==> config.mk <==
export PLATFORM = sky130hd
export DESIGN_NAME = sram_lane_ctrl
export DESIGN_NICKNAME = d
export VERILOG_FILES = /design/src/rtl/sram_lane_pkg.sv /design/src/rtl/sram_phase_timer.sv /design/src/rtl/sram_lane_seq.sv /design/src/rtl/sram_rd_capture.sv /design/src/rtl/sram_lane_ctrl.sv
export SDC_FILE = /design/constraint.sdc
export NUM_CORES = 1
export LEC_CHECK = 0
export ABC_AREA = 1
export BUFFER_PORTS_ARGS = -buffer_cell sky130_fd_sc_hd__buf_4
export CORE_UTILIZATION = 42
export CTS_CLUSTER_DIAMETER = 80
export DETAILED_ROUTE_END_ITERATION = 8
export GPL_TIMING_DRIVEN = 0
export HOLD_SLACK_MARGIN = 0.02
export PLACE_DENSITY = 0.76
export SLEW_MARGIN = 20
export SYNTH_ARGS = -nofsm -noshare
export SYNTH_HDL_FRONTEND = slang
export SYNTH_SLANG_ARGS = --single-unit
==> constraint.sdc <==
create_clock -name clk -period 1.3 [get_ports clk]
set_clock_uncertainty 0.05 [all_clocks]
set_input_delay 0.26 -clock clk [delete_from_list [all_inputs] [get_ports clk]]
set_output_delay 0.26 -clock clk [all_outputs]
set_load 0.005 [all_outputs]
==> src/rtl/sram_lane_pkg.sv <==
package sram_lane_pkg;

    localparam int ADDR_W = 18;
    localparam int DATA_W = 16;
    localparam int LANE_W = 8;
    localparam int LANES  = DATA_W / LANE_W;

    typedef enum logic [2:0] {
        PH_IDLE,
        PH_RD_ACC,
        PH_TURN,
        PH_WR_SETUP,
        PH_WR_PULSE,
        PH_WR_REC
    } phase_e;

    // All memory-side control strobes, active low
    typedef struct packed {
        logic             sel_n;
        logic             rd_n;
        logic             wr_n;
        logic [LANES-1:0] lane_n;
    } strobe_t;

    localparam strobe_t STROBE_OFF = '{sel_n: 1'b1, rd_n: 1'b1, wr_n: 1'b1, lane_n: '1};

    function automatic logic [LANES-1:0] mask_to_lane_n(input logic [LANES-1:0] m);
        return ~m;
    endfunction

    function automatic int max4(input int a, input int b, input int c, input int d);
        int r;
        r = a;
        if (b > r) r = b;
        if (c > r) r = c;
        if (d > r) r = d;
        return r;
    endfunction

endpackage

==> src/rtl/sram_phase_timer.sv <==
module sram_phase_timer #(
    parameter int CNT_W = 4
) (
    input  logic             clk,
    input  logic             rst,
    input  logic             load,
    input  logic [CNT_W-1:0] load_val,
    output logic             expired
);
    logic [CNT_W-1:0] cnt;

    always_ff @(posedge clk) begin
        if (rst)              cnt <= '0;
        else if (load)        cnt <= load_val;
        else if (cnt != '0)   cnt <= cnt - 1'b1;
    end

    assign expired = (cnt == '0);

endmodule

==> src/rtl/sram_lane_seq.sv <==
module sram_lane_seq
    import sram_lane_pkg::*;
#(
    parameter int ACC_CYC   = 9,
    parameter int SETUP_CYC = 1,
    parameter int WP_CYC    = 7,
    parameter int REC_CYC   = 1,
    parameter int TURN_CYC  = 1
) (
    input  logic              clk,
    input  logic              rst,
    input  logic              req_valid,
    output logic              req_ready,
    input  logic              req_write,
    input  logic [ADDR_W-1:0] req_addr,
    input  logic [DATA_W-1:0] req_wdata,
    input  logic [LANES-1:0]  req_mask,
    output strobe_t           strb,
    output logic [ADDR_W-1:0] addr,
    output logic [DATA_W-1:0] dq_out,
    output logic              dq_oe,
    output logic              capture
);
    localparam int MAX_CYC = max4(max4(ACC_CYC, SETUP_CYC, WP_CYC, REC_CYC), TURN_CYC, 1, 1);
    localparam int CNT_W   = $clog2(MAX_CYC + 1);
    localparam int WCNT_W  = $clog2(WP_CYC + 2);

    phase_e           phase;
    logic             t_load;
    logic [CNT_W-1:0] t_val;
    logic             t_done;
    logic             accept;
    logic             null_wr;

    assign req_ready = (phase == PH_IDLE);
    assign accept    = req_ready && req_valid;
    assign null_wr   = req_write && (req_mask == '0);
    assign capture   = (phase == PH_RD_ACC) && t_done;

    sram_phase_timer #(.CNT_W(CNT_W)) u_timer (
        .clk      (clk),
        .rst      (rst),
        .load     (t_load),
        .load_val (t_val),
        .expired  (t_done)
    );

    // Timer reload: each phase is loaded with its length minus one on entry
    always_comb begin
        t_load = 1'b0;
        t_val  = '0;
        unique case (phase)
            PH_IDLE: if (accept && !null_wr) begin
                t_load = 1'b1;
                t_val  = req_write ? CNT_W'(SETUP_CYC - 1) : CNT_W'(ACC_CYC - 1);
            end
            PH_RD_ACC: if (t_done) begin
                t_load = 1'b1;
                t_val  = CNT_W'(TURN_CYC - 1);
            end
            PH_WR_SETUP: if (t_done) begin
                t_load = 1'b1;
                t_val  = CNT_W'(WP_CYC - 1);
            end
            PH_WR_PULSE: if (t_done) begin
                t_load = 1'b1;
                t_val  = CNT_W'(REC_CYC - 1);
            end
            default: ;
        endcase
    end

    always_ff @(posedge clk) begin
        if (rst) begin
            phase  <= PH_IDLE;
            strb   <= STROBE_OFF;
            addr   <= '0;
            dq_out <= '0;
            dq_oe  <= 1'b0;
        end else begin
            unique case (phase)
                PH_IDLE: if (accept && !null_wr) begin
                    addr        <= req_addr;
                    strb.sel_n  <= 1'b0;
                    strb.lane_n <= mask_to_lane_n(req_mask);
                    if (req_write) begin
                        phase  <= PH_WR_SETUP;
                        dq_out <= req_wdata;
                        dq_oe  <= 1'b1;
                    end else begin
                        phase     <= PH_RD_ACC;
                        strb.rd_n <= 1'b0;
                    end
                end
                PH_RD_ACC: if (t_done) begin
                    phase <= PH_TURN;
                    strb  <= STROBE_OFF;
                end
                PH_TURN: if (t_done) phase <= PH_IDLE;
                PH_WR_SETUP: if (t_done) begin
                    phase     <= PH_WR_PULSE;
                    strb.wr_n <= 1'b0;
                end
                PH_WR_PULSE: if (t_done) begin
                    phase <= PH_WR_REC;
                    strb  <= STROBE_OFF;
                    dq_oe <= 1'b0;
                end
                PH_WR_REC: if (t_done) phase <= PH_IDLE;
                default: phase <= PH_IDLE;
            endcase
        end
    end

    // Checker-side count of cycles the write strobe has been low
    logic [WCNT_W-1:0] wr_low_cnt;
    always_ff @(posedge clk) begin
        if (rst)                 wr_low_cnt <= '0;
        else if (!strb.wr_n)     wr_low_cnt <= wr_low_cnt + 1'b1;
        else                     wr_low_cnt <= '0;
    end

    a_r6_no_drive_during_read: assert property (@(posedge clk) disable iff (rst)
        dq_oe |-> strb.rd_n);
    a_r6_drive_only_selected: assert property (@(posedge clk) disable iff (rst)
        dq_oe |-> !strb.sel_n);
    a_r5_data_before_strobe: assert property (@(posedge clk) disable iff (rst)
        $fell(strb.wr_n) |-> ($past(dq_oe) && !$past(strb.sel_n)));
    a_r5_pulse_width: assert property (@(posedge clk) disable iff (rst)
        $rose(strb.wr_n) |-> (wr_low_cnt == WCNT_W'(WP_CYC)));
    a_r9_addr_stable: assert property (@(posedge clk) disable iff (rst)
        (!strb.sel_n && !$past(strb.sel_n)) |-> ($stable(addr) && $stable(dq_out)));
    a_r7_idle_deselected: assert property (@(posedge clk) disable iff (rst)
        req_ready |-> (strb.sel_n && !dq_oe));

endmodule

==> src/rtl/sram_rd_capture.sv <==
module sram_rd_capture
    import sram_lane_pkg::*;
(
    input  logic              clk,
    input  logic              rst,
    input  logic              capture,
    input  logic [LANES-1:0]  lane_n,
    input  logic [DATA_W-1:0] dq_in,
    output logic              rd_valid,
    output logic [DATA_W-1:0] rd_data
);
    logic [DATA_W-1:0] keep;

    for (genvar l = 0; l < LANES; l++) begin : g_lane
        assign keep[l*LANE_W +: LANE_W] = {LANE_W{~lane_n[l]}};
    end

    always_ff @(posedge clk) begin
        if (rst) begin
            rd_valid <= 1'b0;
            rd_data  <= '0;
        end else begin
            rd_valid <= capture;
            if (capture) rd_data <= dq_in & keep;
        end
    end

    a_r3_single_valid: assert property (@(posedge clk) disable iff (rst)
        rd_valid |=> !rd_valid);
    a_r4_disabled_lanes_zero: assert property (@(posedge clk) disable iff (rst)
        capture |=> ((rd_data & ~keep) == '0 || !$stable(lane_n) || lane_n != $past(lane_n)));

endmodule

==> src/rtl/sram_lane_ctrl.sv <==
module sram_lane_ctrl
    import sram_lane_pkg::*;
#(
    parameter int ACC_CYC   = 9,
    parameter int SETUP_CYC = 1,
    parameter int WP_CYC    = 7,
    parameter int REC_CYC   = 1,
    parameter int TURN_CYC  = 1
) (
    input  logic              clk,
    input  logic              rst,
    input  logic              req_valid,
    output logic              req_ready,
    input  logic              req_write,
    input  logic [ADDR_W-1:0] req_addr,
    input  logic [DATA_W-1:0] req_wdata,
    input  logic [LANES-1:0]  req_mask,
    output logic              rd_valid,
    output logic [DATA_W-1:0] rd_data,
    output logic              ram_sel_n,
    output logic              ram_rd_en_n,
    output logic              ram_wr_en_n,
    output logic              ram_hi_en_n,
    output logic              ram_lo_en_n,
    output logic [ADDR_W-1:0] ram_addr,
    output logic [DATA_W-1:0] ram_dq_out,
    output logic              ram_dq_oe,
    input  logic [DATA_W-1:0] ram_dq_in
);
    strobe_t strb;
    logic    capture;

    sram_lane_seq #(
        .ACC_CYC   (ACC_CYC),
        .SETUP_CYC (SETUP_CYC),
        .WP_CYC    (WP_CYC),
        .REC_CYC   (REC_CYC),
        .TURN_CYC  (TURN_CYC)
    ) u_seq (
        .clk       (clk),
        .rst       (rst),
        .req_valid (req_valid),
        .req_ready (req_ready),
        .req_write (req_write),
        .req_addr  (req_addr),
        .req_wdata (req_wdata),
        .req_mask  (req_mask),
        .strb      (strb),
        .addr      (ram_addr),
        .dq_out    (ram_dq_out),
        .dq_oe     (ram_dq_oe),
        .capture   (capture)
    );

    sram_rd_capture u_cap (
        .clk      (clk),
        .rst      (rst),
        .capture  (capture),
        .lane_n   (strb.lane_n),
        .dq_in    (ram_dq_in),
        .rd_valid (rd_valid),
        .rd_data  (rd_data)
    );

    assign ram_sel_n   = strb.sel_n;
    assign ram_rd_en_n = strb.rd_n;
    assign ram_wr_en_n = strb.wr_n;
    assign ram_hi_en_n = strb.lane_n[1];
    assign ram_lo_en_n = strb.lane_n[0];

    a_r2_lanes_hold: assert property (@(posedge clk) disable iff (rst)
        (!ram_sel_n && !$past(ram_sel_n)) |-> ($stable(ram_hi_en_n) && $stable(ram_lo_en_n)));

endmodule

==> flow_metrics.tcl <==
set metrics [dict create \
    numClockSinks 64 \
    finalCriticalPeriod_ns 1.37 \
    fmax_ghz 0.730 \
    fp.dieW_um 79.0 \
    ant_nets 0 \
    yosys.area_share.adder_pct 0.503 \
    r2r_cells 9 \
    r2r-end "u_seq.u_timer.cnt[3]" \
    fillerInstances 475 \
    max_stage_delay_ns 0.35 \
    coreArea_mm2 0.00561 \
    violations "setup timing" \
    gp_congestion 0.801 \
    numCtsBuffers 9 \
    synth_most_common_cell "nor2_1" \
    hold_viol 0 \
    rows 27 \
    irDropWorstVdd_mv 1.06 \
    r2r_slack_ns -0.07 \
    crit_chain "nor2_4, nand2_4, clkinv_4, nand3_4, buf_4, nand2_2, nor2_1, nor2_1, nor2_1" \
    crit_type "flip-flop to flip-flop" \
    synth_top_family_by_area "simple AND/OR/NAND/NOR gates" \
    synth_area_leaders "dfxtp_1, nor2_1, o21ai_0" \
    synthSimpleGateAreaFrac_pct 28.3 \
    worstSkewPairLatency_ns 0.33 \
    worst_ep_required_time_ns 1.47 \
    synthFlopType "dfxtp_1" \
    dp_slack_ns -0.211 \
    h-tree-depth 3 \
    grt-ovfl-total 0 \
    maxSlewViolCount 0 \
    post-route-period-util_pct 105 \
    finalWirelength_um 6390 \
    cts_tree "done" \
    hpwl_um 4590 \
    ys_async_sr_fraction_pct 0 \
    worstReg2RegStart "u_seq.phase[0]" \
    cp_slowest_cell "dfxtp_2" \
    hold_depth 3 \
    ys_ff_latch 64 \
    track_usage_pct 21.6 \
    path_common_cell "nor2_1" \
    first_global_vias 2386 \
    muxShareOfSynthArea_pct 0 \
    vias 2591 \
    avgSynthCellArea_um2 7.56 \
    final_nets 521 \
    timing.final.ws_setup_ns -0.0690 \
    hp-start "req_wdata[10]" \
    p_leak_nw 1.86 \
    yosysUniqueCellTypes 29 \
    yosysSeqAreaShare_pct 51.5 \
    dr.pass1.iters 4 \
    grt_max_degree 11 \
    area_delta_synth_final_pct 54.9 \
    num_antenna_cells 0 \
    tns_ns -1.36 \
    routed_via_density 4.80 \
    synth_top_area_cell "dfxtp_1" \
    clock_path_buffers 2 \
    cap_violations 0 \
    cts_root_buf "clkbuf_8" \
    grt_pass1_wl_um 10600 \
    path_buf_inv 2 \
    total_power_w 0.00764 \
    synth-compound-area-share_pct 12.6 \
    synth.yosys.warnings 0 \
    boundaryPins 114 \
    worst_pin_slew_ns 0.415 \
    layout-drive-gt1-share_pct 40.0 \
    synth_edf_count 0 \
    synth.net_count 386 \
    hold_class "input pin to flip-flop" \
    yosys-top-cells-count "nor2_1, dfxtp_1, o21ai_0, nand2_1, nand3_1" \
    synth_top_cell_area_share_pct 51.5 \
    synthCells 329 \
    dieHeight_um 79.0 \
    drc 0 \
    rsz0062_at_grt "yes" \
    cts_hold_buf 0 \
    status "finished with violations" \
    p_per_area_mw_per_mm2 1980 \
    synthXorXnorAreaFrac_pct 0.704 \
    wl_per_cell_um 11.8 \
    first_iter_violations 80 \
    crit_arrival_ns 1.54 \
    die_area_mm2 0.00623 \
    antenna_found_initial 0 \
    cp_max_fo 5 \
    worst_setup_path_end_kind "flip-flop" \
    port_buffers 113 \
    setup_viol 41 \
    cp-start-kind "flip-flop" \
    syn_area_mm2 0.00249 \
    initial_core_util_pct 44.4 \
    hold_end "u_seq.dq_out[10]" \
    slew_headroom_pct 72.3 \
    path_clk_slew_ns 0.07 \
    critPathTopFamily "simple AND/OR/NAND/NOR gates" \
]
==> logic make-up (layout without fill, tap and decap cells) <==
group,after synthesis,count (layout)
adders and majority gates,1,1
buffers and inverters,35,174
xor gates and xnor gates,2,2
DFF,64,64
and+or+nand+nor,166,166
AOI/OAI and AO/OA,61,61
==> timing repair <==
| item | 4_1_cts | 5_1_grt |
|---|---|---|
| pin swaps | 8 | 1 |
| setup buffers | 10 | 0 |
| endpoints found under the setup margin | 59 | 58 |
| gates cloned | 1 | 0 |
| gates resized for setup | 40 | 7 |
| hold endpoints to repair | 0 | 0 |
==> how the worst max path moves through the flow <==
stage / startpoint / end / slack [ns] / cells after the start
2_1_floorplan: u_seq.phase[0] / u_seq.dq_out[10] / -0.04 / 9
3_3_place_gp: u_seq.phase[0] / u_seq.dq_out[11] / -0.18 / 9
3_5_place_dp: u_seq.phase[0] / u_seq.dq_out[6] / -0.21 / 9
4_1_cts: u_seq.phase[1] / u_seq.dq_out[1] / -0.09 / 9
5_1_grt: u_seq.phase[0] / u_seq.dq_out[6] / -0.18 / 8
6_report: u_seq.phase[0] / u_seq.u_timer.cnt[3] / -0.07 / 9
==> sequential cells by signal, summed over array words and instances, names as in the netlist <==
| signal | count |
|---|---|
| u_seq.strb | 5 |
| u_seq.dq_oe | 1 |
| u_seq.addr | 18 |
| u_cap.rd_data | 16 |
| u_seq.dq_out | 16 |
| u_cap.rd_valid | 1 |
| u_seq.phase | 3 |
| u_seq.u_timer.cnt | 4 |
==> worst register-to-register path, stage by stage (launching register included) <==
cell	delay [ns]
dfxtp_2	0.35
nor2_4	0.12
nand2_4	0.08
clkinv_4	0.06
nand3_4	0.11
buf_4	0.18
nand2_2	0.08
nor2_1	0.05
nor2_1	0.12
nor2_1	0.05
==> final cells by class <==
class / instances / area, um^2 / share of cell area, %
clock inverters: 4 / 45.0 / 1.17
inverters: 23 / 105 / 2.73
multi-input cells: 230 / 1170 / 30.3
clock buffers: 11 / 141 / 3.67
plain buffers: 12 / 81.3 / 2.11
flip-flops and latches: 64 / 1290 / 33.4
well taps: 72 / 90.1 / 2.34
repair buffers: 124 / 935 / 24.3
==> layout by cell type, fill, tap and decap left out, drive strengths merged <==
cell type,n
nand2,50
a21oi,5
dfxtp,64
buf,130
inv,20
o21ai,54
nand4,1
nor2,87
clkbuf,17
a211oi,1
nor3,1
o21bai,1
nand3,27
xnor2,1
ha,1
bufinv,1
clkinv,6
xor2,1
==> where the power goes <==
part           total, W  switching (W)  internal (W)
Combinational   0.00335        0.00182       0.00153
Clock           0.00162       0.000698      0.000918
Sequential      0.00267       0.000271       0.00240
Total           0.00764        0.00279       0.00485
==> metrics by stage <==
stage | instances | utilization, % | instance area (um^2) | hold slack (ns)
CTS | 540 | 68.3 | 3830 | 0.0840
floorplan | 329 | - | 2510 | 0.272
global placement | 514 | 61.6 | 3450 | 0.382
finish | 540 | 68.7 | 3850 | 0.0987
detailed placement | 514 | 61.6 | 3450 | 0.396
global route | 540 | 68.7 | 3850 | 0.0932
==> layer usage <==
metal	vias to the layer above	track usage [%]	share of wire [%]	wire length, um
met5	-	0	0	0
met4	0	9.82	1.4	88
met3	9	6.90	9.5	610
met2	97	35.4	45	2900
met1	1156	25.9	44	2800
li1	1329	-	-	-
No activity file was read; power rests on OpenSTA's default activity.
